### src/rtl/swr_pkg.sv
// Shared types for the serial receiver with wakeup.
package swr_pkg;
    // Phase of the frame deserializer.
    typedef enum logic [1:0] {
        RX_IDLE,
        RX_START,
        RX_DATA,
        RX_STOP
    } rx_state_e;
endpackage

### src/rtl/swr_sync.sv
// Line synchronizer: brings the asynchronous receive line into the clock
// domain through a chain of flops.
// Assumes STAGES >= 2; the chain resets to 1, the idle line level.
module swr_sync #(
    parameter int STAGES = 2
) (
    input  logic clk,
    input  logic rst_n,
    input  logic d,
    output logic q
);
    logic [STAGES-1:0] pipe;

    // Shift the line level through the flop chain.
    always_ff @(posedge clk) begin
        if (!rst_n) pipe <= '1;
        else        pipe <= {pipe[STAGES-2:0], d};
    end

    assign q = pipe[STAGES-1];
endmodule

### src/rtl/swr_frame.sv
// Frame deserializer. Finds a start bit, checks it at mid-bit, then takes one
// sample per bit at the bit centre, least significant bit first, and finally
// samples the stop bit.
// Assumes the line is already synchronized and that os_tick is a one-clock
// pulse at OVS times the bit rate. The character length is latched when the
// start bit is accepted.
module swr_frame
    import swr_pkg::*;
#(
    parameter int OVS      = 16,
    parameter int CHAR_MAX = 9
) (
    input  logic                clk,
    input  logic                rst_n,
    input  logic                tick,
    input  logic                line,
    input  logic                nine_bit,
    output logic                frame_done,
    output logic [CHAR_MAX-1:0] char_q,
    output logic                char_long,
    output logic                stop_ok,
    output logic                in_idle
);
    localparam int TCNT_W   = $clog2(OVS);
    localparam int IDX_W    = $clog2(CHAR_MAX);
    localparam int MID_WAIT = OVS / 2 - 1;

    localparam logic [TCNT_W-1:0] T_MID   = TCNT_W'(MID_WAIT - 1);
    localparam logic [TCNT_W-1:0] T_FULL  = TCNT_W'(OVS - 1);
    localparam logic [IDX_W-1:0]  I_LONG  = IDX_W'(CHAR_MAX - 1);
    localparam logic [IDX_W-1:0]  I_SHORT = IDX_W'(CHAR_MAX - 2);

    rx_state_e         state;
    logic [TCNT_W-1:0] tcnt;
    logic [IDX_W-1:0]  bidx;
    logic [IDX_W-1:0]  last_idx;

    // Index of the final data bit for the latched character length.
    always_comb begin
        last_idx = char_long ? I_LONG : I_SHORT;
    end

    // Advance the frame state machine on each oversample tick.
    always_ff @(posedge clk) begin
        if (!rst_n) begin
            state      <= RX_IDLE;
            tcnt       <= '0;
            bidx       <= '0;
            char_long  <= 1'b0;
            char_q     <= '0;
            stop_ok    <= 1'b1;
            frame_done <= 1'b0;
        end else begin
            frame_done <= 1'b0;
            if (tick) begin
                case (state)
                    RX_IDLE: begin
                        if (!line) begin
                            state <= RX_START;
                            tcnt  <= '0;
                        end
                    end
                    RX_START: begin
                        if (tcnt == T_MID) begin
                            tcnt <= '0;
                            if (!line) begin
                                state     <= RX_DATA;
                                bidx      <= '0;
                                char_long <= nine_bit;
                                char_q    <= '0;
                            end else begin
                                state <= RX_IDLE;
                            end
                        end else begin
                            tcnt <= tcnt + 1'b1;
                        end
                    end
                    RX_DATA: begin
                        if (tcnt == T_FULL) begin
                            tcnt         <= '0;
                            char_q[bidx] <= line;
                            if (bidx == last_idx) state <= RX_STOP;
                            else                  bidx  <= bidx + 1'b1;
                        end else begin
                            tcnt <= tcnt + 1'b1;
                        end
                    end
                    RX_STOP: begin
                        if (tcnt == T_FULL) begin
                            tcnt       <= '0;
                            stop_ok    <= line;
                            frame_done <= 1'b1;
                            state      <= RX_IDLE;
                        end else begin
                            tcnt <= tcnt + 1'b1;
                        end
                    end
                    default: state <= RX_IDLE;
                endcase
            end
        end
    end

    assign in_idle = (state == RX_IDLE);
endmodule

### src/rtl/swr_idle.sv
// Idle-line detector. Counts oversample ticks of a high line and raises a
// one-clock pulse once a full character length of 1s has passed, then stays
// quiet until the line goes low again.
// Assumes after_stop=1 means counting is allowed only while the deserializer
// waits for a start bit, that is after the stop bit has been sampled.
module swr_idle #(
    parameter int OVS      = 16,
    parameter int CHAR_MAX = 9
) (
    input  logic clk,
    input  logic rst_n,
    input  logic tick,
    input  logic line,
    input  logic nine_bit,
    input  logic after_stop,
    input  logic in_idle,
    output logic idle_hit
);
    localparam int LONG_TICKS  = (CHAR_MAX + 2) * OVS;
    localparam int SHORT_TICKS = (CHAR_MAX + 1) * OVS;
    localparam int CNT_W       = $clog2(LONG_TICKS + 1);

    logic [CNT_W-1:0] cnt;
    logic [CNT_W-1:0] limit;
    logic             fired;

    // Last count value before the idle length is reached.
    always_comb begin
        limit = nine_bit ? CNT_W'(LONG_TICKS - 1) : CNT_W'(SHORT_TICKS - 1);
    end

    // Count consecutive high ticks and flag one idle per high period.
    always_ff @(posedge clk) begin
        if (!rst_n) begin
            cnt      <= '0;
            fired    <= 1'b0;
            idle_hit <= 1'b0;
        end else begin
            idle_hit <= 1'b0;
            if (tick) begin
                if (!line) begin
                    cnt   <= '0;
                    fired <= 1'b0;
                end else if (after_stop && !in_idle) begin
                    cnt <= '0;
                end else if (!fired) begin
                    if (cnt == limit) begin
                        idle_hit <= 1'b1;
                        fired    <= 1'b1;
                        cnt      <= '0;
                    end else begin
                        cnt <= cnt + 1'b1;
                    end
                end
            end
        end
    end
endmodule

### src/rtl/swr_wake.sv
// Sleep and wake control. Holds the sleep state, decides which received
// characters are delivered and clears sleep on the selected wake condition.
// Assumes frame_done and idle_hit are one-clock pulses; a wake condition
// takes priority over a sleep request in the same clock.
module swr_wake (
    input  logic clk,
    input  logic rst_n,
    input  logic sleep_req,
    input  logic wake_addr,
    input  logic frame_done,
    input  logic char_msb,
    input  logic idle_hit,
    output logic asleep,
    output logic deliver
);
    logic mark_wake;
    logic line_wake;

    // Decode the two wake conditions and the delivery gate.
    always_comb begin
        mark_wake = asleep && wake_addr && frame_done && char_msb;
        line_wake = asleep && !wake_addr && idle_hit;
        deliver   = frame_done && (!asleep || mark_wake);
    end

    // Update the sleep state.
    always_ff @(posedge clk) begin
        if (!rst_n)                      asleep <= 1'b0;
        else if (mark_wake || line_wake) asleep <= 1'b0;
        else if (sleep_req)              asleep <= 1'b1;
    end
endmodule

### src/rtl/serial_wake_rx.sv
// Serial receiver with wakeup, top level. Synchronizes the line, deserializes
// frames, checks parity on the top character bit, detects idle lines and
// gates delivery through the sleep state. All outputs are registered.
// Assumes os_tick is a one-clock pulse at OVS times the bit rate and that
// the controls are stable while a frame is in flight.
module serial_wake_rx #(
    parameter int OVS         = 16,
    parameter int CHAR_MAX    = 9,
    parameter int SYNC_STAGES = 2
) (
    input  logic                clk,
    input  logic                rst_n,
    input  logic                os_tick,
    input  logic                rx_in,
    input  logic                nine_bit,
    input  logic                par_en,
    input  logic                par_odd,
    input  logic                wake_addr,
    input  logic                idle_after_stop,
    input  logic                sleep_req,
    output logic [CHAR_MAX-1:0] rx_data,
    output logic                rx_valid,
    output logic                par_err,
    output logic                frame_err,
    output logic                idle_seen,
    output logic                asleep
);
    logic                line_s;
    logic                frame_done;
    logic [CHAR_MAX-1:0] char_q;
    logic                char_long;
    logic                stop_ok;
    logic                in_idle;
    logic                idle_hit;
    logic                deliver;
    logic                char_msb;
    logic                bad_parity;

    swr_sync #(.STAGES(SYNC_STAGES)) sync_i (
        .clk   (clk),
        .rst_n (rst_n),
        .d     (rx_in),
        .q     (line_s)
    );

    swr_frame #(.OVS(OVS), .CHAR_MAX(CHAR_MAX)) frame_i (
        .clk        (clk),
        .rst_n      (rst_n),
        .tick       (os_tick),
        .line       (line_s),
        .nine_bit   (nine_bit),
        .frame_done (frame_done),
        .char_q     (char_q),
        .char_long  (char_long),
        .stop_ok    (stop_ok),
        .in_idle    (in_idle)
    );

    swr_idle #(.OVS(OVS), .CHAR_MAX(CHAR_MAX)) idle_i (
        .clk        (clk),
        .rst_n      (rst_n),
        .tick       (os_tick),
        .line       (line_s),
        .nine_bit   (nine_bit),
        .after_stop (idle_after_stop),
        .in_idle    (in_idle),
        .idle_hit   (idle_hit)
    );

    // Top character bit and parity result for the finished frame.
    always_comb begin
        char_msb   = char_long ? char_q[CHAR_MAX-1] : char_q[CHAR_MAX-2];
        bad_parity = par_en && ((^char_q) ^ par_odd);
    end

    swr_wake wake_i (
        .clk        (clk),
        .rst_n      (rst_n),
        .sleep_req  (sleep_req),
        .wake_addr  (wake_addr),
        .frame_done (frame_done),
        .char_msb   (char_msb),
        .idle_hit   (idle_hit),
        .asleep     (asleep),
        .deliver    (deliver)
    );

    // Register the delivered character, its flags and the idle pulse.
    always_ff @(posedge clk) begin
        if (!rst_n) begin
            rx_data   <= '0;
            rx_valid  <= 1'b0;
            par_err   <= 1'b0;
            frame_err <= 1'b0;
            idle_seen <= 1'b0;
        end else begin
            rx_valid  <= deliver;
            par_err   <= deliver && bad_parity;
            frame_err <= deliver && !stop_ok;
            idle_seen <= idle_hit;
            if (deliver) rx_data <= char_q;
        end
    end
endmodule


### config.mk
export PLATFORM = sky130hd
export DESIGN_NAME = serial_wake_rx
export DESIGN_NICKNAME = d
export VERILOG_FILES = /design/src/rtl/swr_pkg.sv /design/src/rtl/swr_sync.sv /design/src/rtl/swr_frame.sv /design/src/rtl/swr_idle.sv /design/src/rtl/swr_wake.sv /design/src/rtl/serial_wake_rx.sv
export SDC_FILE = /design/constraint.sdc
export NUM_CORES = 1
export LEC_CHECK = 0
export BUFFER_PORTS_ARGS = -buffer_cell sky130_fd_sc_hd__buf_4
export CAP_MARGIN = 15
export CORE_MARGIN = 4
export CORE_UTILIZATION = 58
export CTS_CLUSTER_DIAMETER = 50
export DETAILED_ROUTE_END_ITERATION = 8
export PLACE_DENSITY = 0.78
export SYNTH_ARGS = -nofsm -noshare
export SYNTH_HDL_FRONTEND = slang
export SYNTH_SLANG_ARGS = --single-unit
### constraint.sdc
create_clock -name clk -period 2.05 [get_ports clk]
set_clock_uncertainty 0.2 [all_clocks]
set_input_delay 0.205 -clock clk [delete_from_list [all_inputs] [get_ports clk]]
set_output_delay 0.205 -clock clk [all_outputs]
set_load 0.01 [all_outputs]
==> results of run 1 <==
[report_power, final]
group | switching [W] | total [W] | internal (W)
Clock | 0.000299 | 0.000661 | 0.000362
Sequential | 0.0000130 | 0.000954 | 0.000941
Combinational | 0.0000487 | 0.0000927 | 0.0000440
Total | 0.000360 | 0.00171 | 0.00135
[layer usage]
layer  GRT usage [%]  up-vias
met3            4.97       10
met4            7.52        0
li1                -     1004
met1            26.5      888
met5               0        -
met2            31.4       63
[kinds of logic (layout without fill, tap and decap cells)]
family                   after synthesis  count (layout)  share of synthesized area [%]
AND/OR/NAND/NOR                       95              95                           22.6
flip-flops                            48              48                           42.0
AO/OA/AOI/OAI                         66              66                           17.1
buffers and inverters                 20              55                           3.83
multiplexers                          12              12                           5.31
XOR/XNOR                              14              14                           5.36
adder cells (fa/ha/maj)                7               7                           3.83
[worst max-delay path: cells and delay by family, from the launching register on]
family	cells	cell delay, ns
adder cells (fa/ha/maj)	1	0.17
AO/OA/AOI/OAI	2	0.27
buffers and inverters	1	0.07
flip-flops	1	0.35
AND/OR/NAND/NOR	3	0.78
[placed cells by master (no fill, tap or decap), types with 2 or more instances in the layout]
cell,Yosys,final
dfxtp_1,48,47
and2_1,4,3
nor2b_1,5,5
a31oi_1,2,2
or3_1,3,3
clkbuf_8,0,5
o21ai_0,17,17
and3_1,7,7
mux2i_1,11,11
xor2_1,5,5
nand3b_1,2,2
nand3_1,7,6
buf_4,2,32
nand2b_1,6,6
a21oi_1,29,29
a32o_1,2,2
nor3b_2,1,2
nand4_1,10,10
nor3_1,3,3
o31ai_1,3,3
inv_1,8,8
xnor2_1,9,9
nor2_1,25,25
nand2_1,13,13
o21ai_1,5,5
ha_1,7,6
dlygate4sd3_1,0,6
[worst paths after layout]
check                                         end  slack [ns]  cells past startpoint
worst max-delay path            frame_i.char_q[6]        0.11                      7
worst min-delay path                wake_i.asleep        0.06                      4
worst max register to register  frame_i.char_q[6]        0.11                      7
worst min register to register     sync_i.pipe[1]        0.21                      1
[layout make-up]
type | instances | area [um2] | share of cell area (%)
Clock inverter | 2 | 35.0 | 1.29
Inverter | 9 | 33.8 | 1.24
Multi-Input combinational cell | 194 | 1250 | 46.1
Clock buffer | 6 | 72.6 | 2.67
Tap cell | 48 | 60.1 | 2.21
Sequential cell | 48 | 962 | 35.4
Timing Repair Buffer | 38 | 300 | 11.1
[flip-flops by register name, summed over array words and instances (netlist names), named ones only]
signal              cells
frame_err               1
wake_i.asleep           1
idle_seen               1
par_err                 1
idle_i.idle_hit         1
sync_i.pipe             2
rx_data                 9
rx_valid                1
frame_i.frame_done      1
idle_i.fired            1
idle_i.cnt              8
frame_i.stop_ok         1
frame_i.state           1
frame_i.bidx            4
frame_i.char_long       1
frame_i.tcnt            4
frame_i.char_q          9
[metrics by stage]
stage | std cells | util, % | area, um2 | total power, W | setup TNS, ns
floorplan | 262 | - | 2290 | 0.00102 | 0
global placement | 329 | 67.3 | 2520 | 0.00106 | 0
detailed placement | 329 | 67.3 | 2520 | 0.00106 | 0
CTS | 343 | 71.8 | 2690 | 0.00172 | 0
finish | 345 | 72.6 | 2720 | 0.00171 | 0
global route | 345 | 72.6 | 2720 | 0.00176 | -0.146
[what timing repair did]
action                                 in CTS  in global routing
endpoints found under the hold margin       6                  0
resized for setup                           0                  5
setup endpoints to repair                   0                 11
buffers inserted                            0                  2
hold buffers                                6                  0
==> impl_metrics.env, run 1 <==
export IMPL_status="finished clean"
export IMPL_crit_path_start_kind="register"
export IMPL_drt_iter0_drc=162
export IMPL_port_buffers=23
export IMPL_htree_num_levels=2
export IMPL_cts_tree="yes"
export IMPL_crit_type="reg -> reg"
export IMPL_layout_drive_gt1_share_pct=16.8
export IMPL_endpoint_kind="register"
export IMPL_cp_slowest_stage_delay_ns=0.35
export IMPL_cts_sinks=48
export IMPL_fmax_ghz=0.514
export IMPL_yosys_area_top_type="dfxtp_1"
export IMPL_fin_crit_ns=1.94
export IMPL_hpwlAfterDp_mm=3.35
export IMPL_start_util_pct=61.1
export IMPL_report_final_slew_viol_count=0
export IMPL_synth_edf_count=0
export IMPL_grt_use_total_pct=20.0
export IMPL_clock_path_buffers=2
export IMPL_drc=0
export IMPL_final_net_count=313
export IMPL_setup_ws_ns=0.105
export IMPL_critPathLaunch="frame_i.tcnt[0]"
export IMPL_crit_chain="inv_1 > ha_1 > nor3b_2 > nand4_2 > and2_2 > o21ai_0 > a21oi_1"
export IMPL_required_ns=2.03
export IMPL_hp_class="in -> reg"
export IMPL_finalHoldViolCount=0
export IMPL_power_leakage_nw=1.06
export IMPL_preCtsSetupSlack_ns=0.0828
export IMPL_worstHoldStart="wake_addr"
export IMPL_io_pins=24
export IMPL_fin_crit_sh_pct=94.9
export IMPL_cp_slowest_cell="dfxtp_2"
export IMPL_clockRootBuffer="clkbuf_8"
export IMPL_grt_pass1_wl_mm=8.27
export IMPL_cts_clk_slew_worst_paths_ns=0.08
export IMPL_hold_slack_ns=0.0572
export IMPL_cp_data_arrival_time_ns=1.93
export IMPL_drv_cap=0
export IMPL_power_per_cell_area_nw_per_um2=629
export IMPL_rows=22
export IMPL_cts_buffers=5
export IMPL_met2WireLength_mm=2.28
export IMPL_netlist_area_um2=2290
export IMPL_place_congestion=0.849
export IMPL_ant_nets=0
export IMPL_die_h_um=70.8
export IMPL_netlist_top_cells_area="dfxtp_1, a21oi_1, mux2i_1"
export IMPL_ys_types=46
export IMPL_synth_cells=262
export IMPL_dr_pass1_iters=4
export IMPL_slew_headroom_pct=69.1
export IMPL_yosysWarnings=0
export IMPL_antenna_found_initial=0
export IMPL_ys_ff_latch=48
export IMPL_top_layer_used="met4"
export IMPL_yosys_area_top_type_share_pct=42.0
export IMPL_worst_skew_pair_late_latency_ns=0.30
export IMPL_grt_max_degree=18
export IMPL_dieArea_um2=5010
export IMPL_dieWidth_um=70.8
export IMPL_vias=1965
export IMPL_wl_met3_um=314
export IMPL_areaGrowthSynthToFinish_pct=18.8
export IMPL_grt_pass1_vias=1865
export IMPL_syn_nets=279
export IMPL_yosys_top_cells_count="dfxtp_1, a21oi_1, nor2_1, o21ai_0, nand2_1"
export IMPL_met1Wirelength_mm=2.21
export IMPL_gr_total_overflow=0
export IMPL_ys_flop_type="dfxtp_1"
export IMPL_peakVddDrop_mv=0.354
export IMPL_post_synth_cell_area_avg_um2=8.73
export IMPL_core_area_um2=3740
export IMPL_avgViaCountPerCell=5.70
export IMPL_post_drt_wl_per_cell_um=14.2
export IMPL_diodes=0
export IMPL_synthArstFlopShare_pct=0
export IMPL_cp_max_fo=9
export IMPL_r2r_start="frame_i.tcnt[0]"
export IMPL_synth_most_common_cell="dfxtp_1"
export IMPL_routed_wl_mm=4.91
export IMPL_tightest_slew_ns=0.464
export IMPL_fillers=291
export IMPL_finalSetupViolCount=0
export IMPL_ys_seq_area_share_pct=42.0
No activity file was read; power rests on OpenSTA's default activity.
==> run 2, diff against run 1 <==
ABC_AREA = 1   (was unset)
==> run 2 against run 1 <==
First-iteration DRC count fell by 45%. Combinational power rose by 14%. Worst setup slack improved by 0.094 ns. Register-to-register slack improved by 0.09 ns. Count of clock-buffer cells in the layout did not move. Flip-flop and latch count did not move. Maximum frequency rose by 5.1%. Largest power group unchanged.
==> impl_metrics.env, run 2 <==
export IMPL_status="finished clean"
export IMPL_crit_type="reg -> reg"
export IMPL_areaGrowthSynthToFinish_pct=12.2
export IMPL_hp_class="in -> reg"
export IMPL_yosys_area_top_type="dfxtp_1"
export IMPL_grt_pass1_wl_mm=8.54
export IMPL_ant_nets=0
export IMPL_finalHoldViolCount=0
export IMPL_cts_sinks=48
export IMPL_endpoint_kind="register"
export IMPL_slew_headroom_pct=64.0
export IMPL_p_comb_share_pct=6.7
export IMPL_fillers=364
export IMPL_yosys_top_cells_count="nand2_1, nor2_1, dfxtp_1, inv_1, nand3_1"
export IMPL_clkPwrFrac_pct=32.9
export IMPL_yosysWarnings=0
export IMPL_start_util_pct=60.3
export IMPL_power_leakage_nw=1.16
export IMPL_hpwlAfterDp_mm=3.56
export IMPL_synth_cells=336
export IMPL_io_pins=24
export IMPL_cp_data_arrival_time_ns=1.81
export IMPL_worst_skew_pair_late_latency_ns=0.29
export IMPL_yosys_area_top_type_share_pct=39.6
export IMPL_htree_num_levels=2
export IMPL_netlist_top_cells_area="dfxtp_1, nand2_1, nor2_1"
export IMPL_cts_clk_slew_worst_paths_ns=0.08
export IMPL_post_drt_wl_per_cell_um=11.6
export IMPL_die_h_um=72.7
export IMPL_final_net_count=380
export IMPL_routed_wl_mm=4.79
export IMPL_port_buffers=23
export IMPL_drt_iter0_drc=89
export IMPL_drc=0
export IMPL_fin_crit_sh_pct=90.3
export IMPL_place_congestion=0.839
export IMPL_gr_total_overflow=0
export IMPL_post_synth_cell_area_avg_um2=7.23
export IMPL_core_area_um2=4030
export IMPL_layout_drive_gt1_share_pct=14.0
export IMPL_grt_pass1_vias=2003
export IMPL_diodes=0
export IMPL_synthArstFlopShare_pct=0
export IMPL_cts_buffers=5
export IMPL_peakVddDrop_mv=0.292
export IMPL_final_common_cell="nand2_1"
export IMPL_fin_setup_tns_ns=0
export IMPL_report_final_slew_viol_count=0
export IMPL_dieArea_um2=5290
export IMPL_vias=2106
export IMPL_dp_cells=404
export IMPL_switchingPower_w=0.000360
export IMPL_drv_cap=0
export IMPL_synth_edf_count=0
export IMPL_grt_use_total_pct=19.9
export IMPL_grt_max_degree=23
export IMPL_synth_most_common_cell="nand2_1"
export IMPL_ys_seq_area_share_pct=39.6
export IMPL_netlist_area_um2=2430
export IMPL_ys_ff_latch=48
export IMPL_syn_nets=353
export IMPL_fin_cells=413
export IMPL_crit_path_start_kind="register"
export IMPL_internal_power_w=0.00121
export IMPL_pwr_share_seq_pct=60.3
export IMPL_rows=23
export IMPL_cp_max_fo=18
export IMPL_power_per_cell_area_nw_per_um2=578
export IMPL_top_regs="frame_i.char_q (9), rx_data (9), idle_i.cnt (8)"
export IMPL_clockRootBuffer="clkbuf_8"
export IMPL_antenna_found_initial=0
export IMPL_ys_flop_type="dfxtp_1"
export IMPL_dieWidth_um=72.7
export IMPL_cts_resized=0
export IMPL_ys_types=32
export IMPL_cts_tree="yes"
export IMPL_fin_crit_ns=1.85
export IMPL_final_cell_mix="nand2_1, nor2_1, dfxtp_1"
export IMPL_dr_pass1_iters=4
export IMPL_clock_path_buffers=2
export IMPL_required_ns=2.00
export IMPL_swShare_pct=22.9
export IMPL_rsz0062_at_grt="false"
export IMPL_tightest_slew_ns=0.539
export IMPL_fmax_ghz=0.540
export IMPL_avgViaCountPerCell=5.10
export IMPL_finalSetupViolCount=0
==> run 2: changes by cell type in the layout (fill, tap and decap cells not counted), sizes merged, moves of 7 or more <==
cell,delta
o211ai,+11
nor2,+34
mux2i,-11
inv,+37
buf,-8
nand3,+21
and3,-7
nand2,+48
a21oi,-10
==> run 2: kinds of logic after synthesis <==
logic type,after synthesis,synth area share (%)
adders and majority gates,7,3.61
and+or+nand+nor,162,29.7
buffers and inverters,51,8.91
AOI/OAI and AO/OA,56,13.9
DFF,48,39.6
xor gates and xnor gates,12,4.33
==> run 2: final timing paths <==
kind | from | end | slack (ns) | cells past startpoint
worst min register to register | sync_i.pipe[0] | sync_i.pipe[1] | 0.22 | 1
worst min-delay path | par_en | par_err | 0.03 | 5
worst max-delay path | frame_i.tcnt[1] | frame_i.char_q[1] | 0.20 | 6
worst max register to register | frame_i.tcnt[1] | frame_i.char_q[1] | 0.20 | 6
==> run 2: worst max-delay path, stage by stage (launching register included) <==
cell,delay [ns]
dfxtp_1,0.40
ha_1,0.23
nand3_2,0.15
a21oi_4,0.42
o211ai_1,0.15
nand2_1,0.08
a21oi_1,0.07
==> run 2: cell type report <==
cell class,instances,area (um2),area share [%]
tap,50,62.6,2.30
clock buffer,6,72.6,2.66
sequential,48,961,35.3
timing repair buffer,26,200,7.35
inverter,45,171,6.29
multi-input combinational,237,1250,45.9
clock inverter,1,5.00,0.184
==> run 2: timing repair <==
item / 4_1_cts / 5_1_grt
buffers inserted: 0 / 0
endpoints found under the hold margin: 2 / 0
setup endpoints to repair: 0 / 0
hold buffers: 2 / 0
==> run 2: per-stage QoR <==
stage	utilization (%)	total power, W	area, um2	setup slack, ns	hold slack [ns]
after global placement	65.2	0.00107	2630	0.303	0.191
after detailed placement	65.2	0.00107	2630	0.244	0.196
final	67.6	0.00157	2720	0.199	0.0267
after CTS	67.6	0.00159	2720	0.202	0.0164
after floorplan	-	0.00104	2430	0.458	0.112
after global routing	67.6	0.00164	2720	0.0556	0.0172
==> run 2: metal layers <==
layer	GRT usage, %	vias to the layer above	part of all wire (%)
met4	5.53	0	1.1
met5	0	-	0
met2	33.6	37	44
met1	25.7	924	50
met3	4.27	6	4.8
li1	-	1139	-
==> run 2: power by group through the flow <==
stage               Clock (W)  Combinational [W]  Sequential [W]
detailed placement          0           0.000102        0.000972
finish               0.000518           0.000106        0.000949
global route         0.000572           0.000119        0.000952
CTS                  0.000538           0.000106        0.000949
floorplan                   0          0.0000727        0.000969
global placement            0           0.000101        0.000971
==> run 3, diff against run 2 <==
CORE_ASPECT_RATIO = 2   (was unset)
==> run 3 against run 2 <==
Utilization increased by 0.68 points. Sequential power about the same. Largest cell class unchanged. Via count increased by 7.7%. Wire length increased by 12%. Highest routed layer unchanged. Global-route usage increased by 3.4 points. Non-clock buffer count increased by 3. First-iteration DRC count decreased by 47%. Critical path depth unchanged.
==> impl_metrics.env, run 3 (synthesis results as in run 2) <==
export IMPL_clock_path_buffers=2
export IMPL_dr_pass1_iters=5
export IMPL_die_h_um=99.5
export IMPL_grt_pass1_vias=2268
export IMPL_drc=0
export IMPL_hp_class="in -> reg"
export IMPL_hold_end="frame_i.stop_ok"
export IMPL_power_leakage_nw=1.19
export IMPL_dpl_cell_area_um2=2640
export IMPL_final_common_cell="nand2_1"
export IMPL_start_util_pct=59.4
export IMPL_fmax_ghz=0.531
export IMPL_final_cell_mix="nand2_1, nor2_1, dfxtp_1"
export IMPL_fin_setup_tns_ns=0
export IMPL_drv_cap=0
export IMPL_r2r_start="frame_i.tcnt[1]"
export IMPL_hold_depth=2
export IMPL_regArea_um2=961
export IMPL_finalSetupViolCount=0
export IMPL_top_regs="frame_i.char_q (9), rx_data (9), idle_i.cnt (8)"
export IMPL_gr_total_overflow=0
export IMPL_final_net_count=383
export IMPL_dieWidth_um=53.8
export IMPL_tightest_slew_ns=0.579
export IMPL_worstHoldStart="rst_n"
export IMPL_grt_use_total_pct=23.3
export IMPL_routed_wl_mm=5.38
export IMPL_cts_clk_slew_worst_paths_ns=0.10
export IMPL_status="finished clean"
export IMPL_pwr_share_seq_pct=53.6
export IMPL_grt_max_degree=23
export IMPL_ant_nets=0
export IMPL_crit_type="reg -> reg"
export IMPL_cts_setup_buffers=0
export IMPL_io_pins=24
export IMPL_cts_buffers=5
export IMPL_fin_crit_ns=1.88
export IMPL_fin_cells=419
export IMPL_clockRootBuffer="clkbuf_8"
export IMPL_r2r_cells=6
export IMPL_place_congestion=0.896
export IMPL_layout_drive_gt1_share_pct=14.7
export IMPL_swShare_pct=23.7
export IMPL_dieArea_um2=5350
export IMPL_cts_hold_buf=4
export IMPL_port_buffers=23
export IMPL_vias=2269
export IMPL_rsz0062_at_grt="false"
export IMPL_finalHoldViolCount=0
export IMPL_report_final_slew_viol_count=0
export IMPL_htree_num_levels=2
export IMPL_postLayoutCellArea_um2=2790
export IMPL_post_drt_wl_per_cell_um=12.8
export IMPL_r2r_end="frame_i.char_q[1]"
export IMPL_cts_sinks=48
export IMPL_cp_max_fo=18
export IMPL_endpoint_kind="register"
export IMPL_worst_r2r_setup_slack_ns=0.17
export IMPL_fillers=355
export IMPL_required_ns=2.02
export IMPL_diodes=0
export IMPL_antenna_found_initial=0
export IMPL_peakVddDrop_mv=0.596
export IMPL_hpwlAfterDp_mm=4.01
export IMPL_areaGrowthSynthToFinish_pct=14.9
export IMPL_p_comb_share_pct=6.2
export IMPL_crit_path_start_kind="register"
export IMPL_cts_tree="yes"
export IMPL_drt_iter0_drc=47
export IMPL_internal_power_w=0.00135
export IMPL_fin_crit_sh_pct=91.9
export IMPL_dp_cells=407
export IMPL_multi_input_area_um2=1250
export IMPL_worst_skew_pair_late_latency_ns=0.32
export IMPL_clkPwrFrac_pct=40.1
export IMPL_cts_resized=0
export IMPL_slew_headroom_pct=61.4
export IMPL_switchingPower_w=0.000421
export IMPL_avgViaCountPerCell=5.42
export IMPL_rows=33
export IMPL_cp_data_arrival_time_ns=1.86
export IMPL_power_per_cell_area_nw_per_um2=635
export IMPL_core_area_um2=4090
export IMPL_grt_pass1_wl_mm=9.34
## run 3: worst max path at each step
| stage | startpoint | end | cells after the start |
|---|---|---|---|
| floorplan | frame_i.tcnt[1] | frame_i.char_q[8] | 7 |
| global placement | frame_i.tcnt[1] | frame_i.char_q[3] | 6 |
| detailed placement | frame_i.tcnt[1] | frame_i.char_q[1] | 6 |
| CTS | frame_i.tcnt[1] | frame_i.char_q[1] | 6 |
| global route | frame_i.tcnt[1] | frame_i.char_q[1] | 6 |
| finish | frame_i.tcnt[1] | frame_i.char_q[1] | 6 |
## run 3: per-layer routing
layer,vias to the layer above,GRT usage (%),wire (um)
met3,24,3.75,197
met5,-,0,0
met4,0,17.1,256
met2,53,43.3,3120
li1,1151,-,-
met1,1041,20.3,1800
## run 3: power by group through the flow
stage | Clock [W] | Sequential, W | Combinational (W)
3_3_place_gp | 0 | 0.000973 | 0.000102
4_1_cts | 0.000726 | 0.000951 | 0.000110
3_5_place_dp | 0 | 0.000973 | 0.000103
5_1_grt | 0.000756 | 0.000953 | 0.000126
2_1_floorplan | 0 | 0.000969 | 0.0000727
6_report | 0.000712 | 0.000951 | 0.000111
## run 3: metrics by stage
step | util [%] | total power [W] | hold WS [ns] | setup WS [ns]
after floorplan | - | 0.00104 | 0.112 | 0.458
after global placement | 64.5 | 0.00107 | 0.196 | 0.301
after detailed placement | 64.5 | 0.00108 | 0.198 | 0.249
after CTS | 68.3 | 0.00179 | 0.00880 | 0.194
after global routing | 68.3 | 0.00183 | 0.0295 | 0.0181
final | 68.3 | 0.00177 | 0.0195 | 0.167
## run 3: cell type report
class                      count  area share (%)
clock buffer                   5            2.47
sequential                    48            34.4
timing repair buffer          29            8.16
inverter                      45            6.14
tap                           52            2.33
multi-input combinational    237            44.8
clock inverter                 3            1.66
## run 3: critical path, cell delays in order (launching register included)
cell,delay (ns)
dfxtp_1,0.40
ha_1,0.24
nand3_2,0.14
a21oi_4,0.42
o211ai_1,0.19
nand2_1,0.09
a21oi_1,0.07
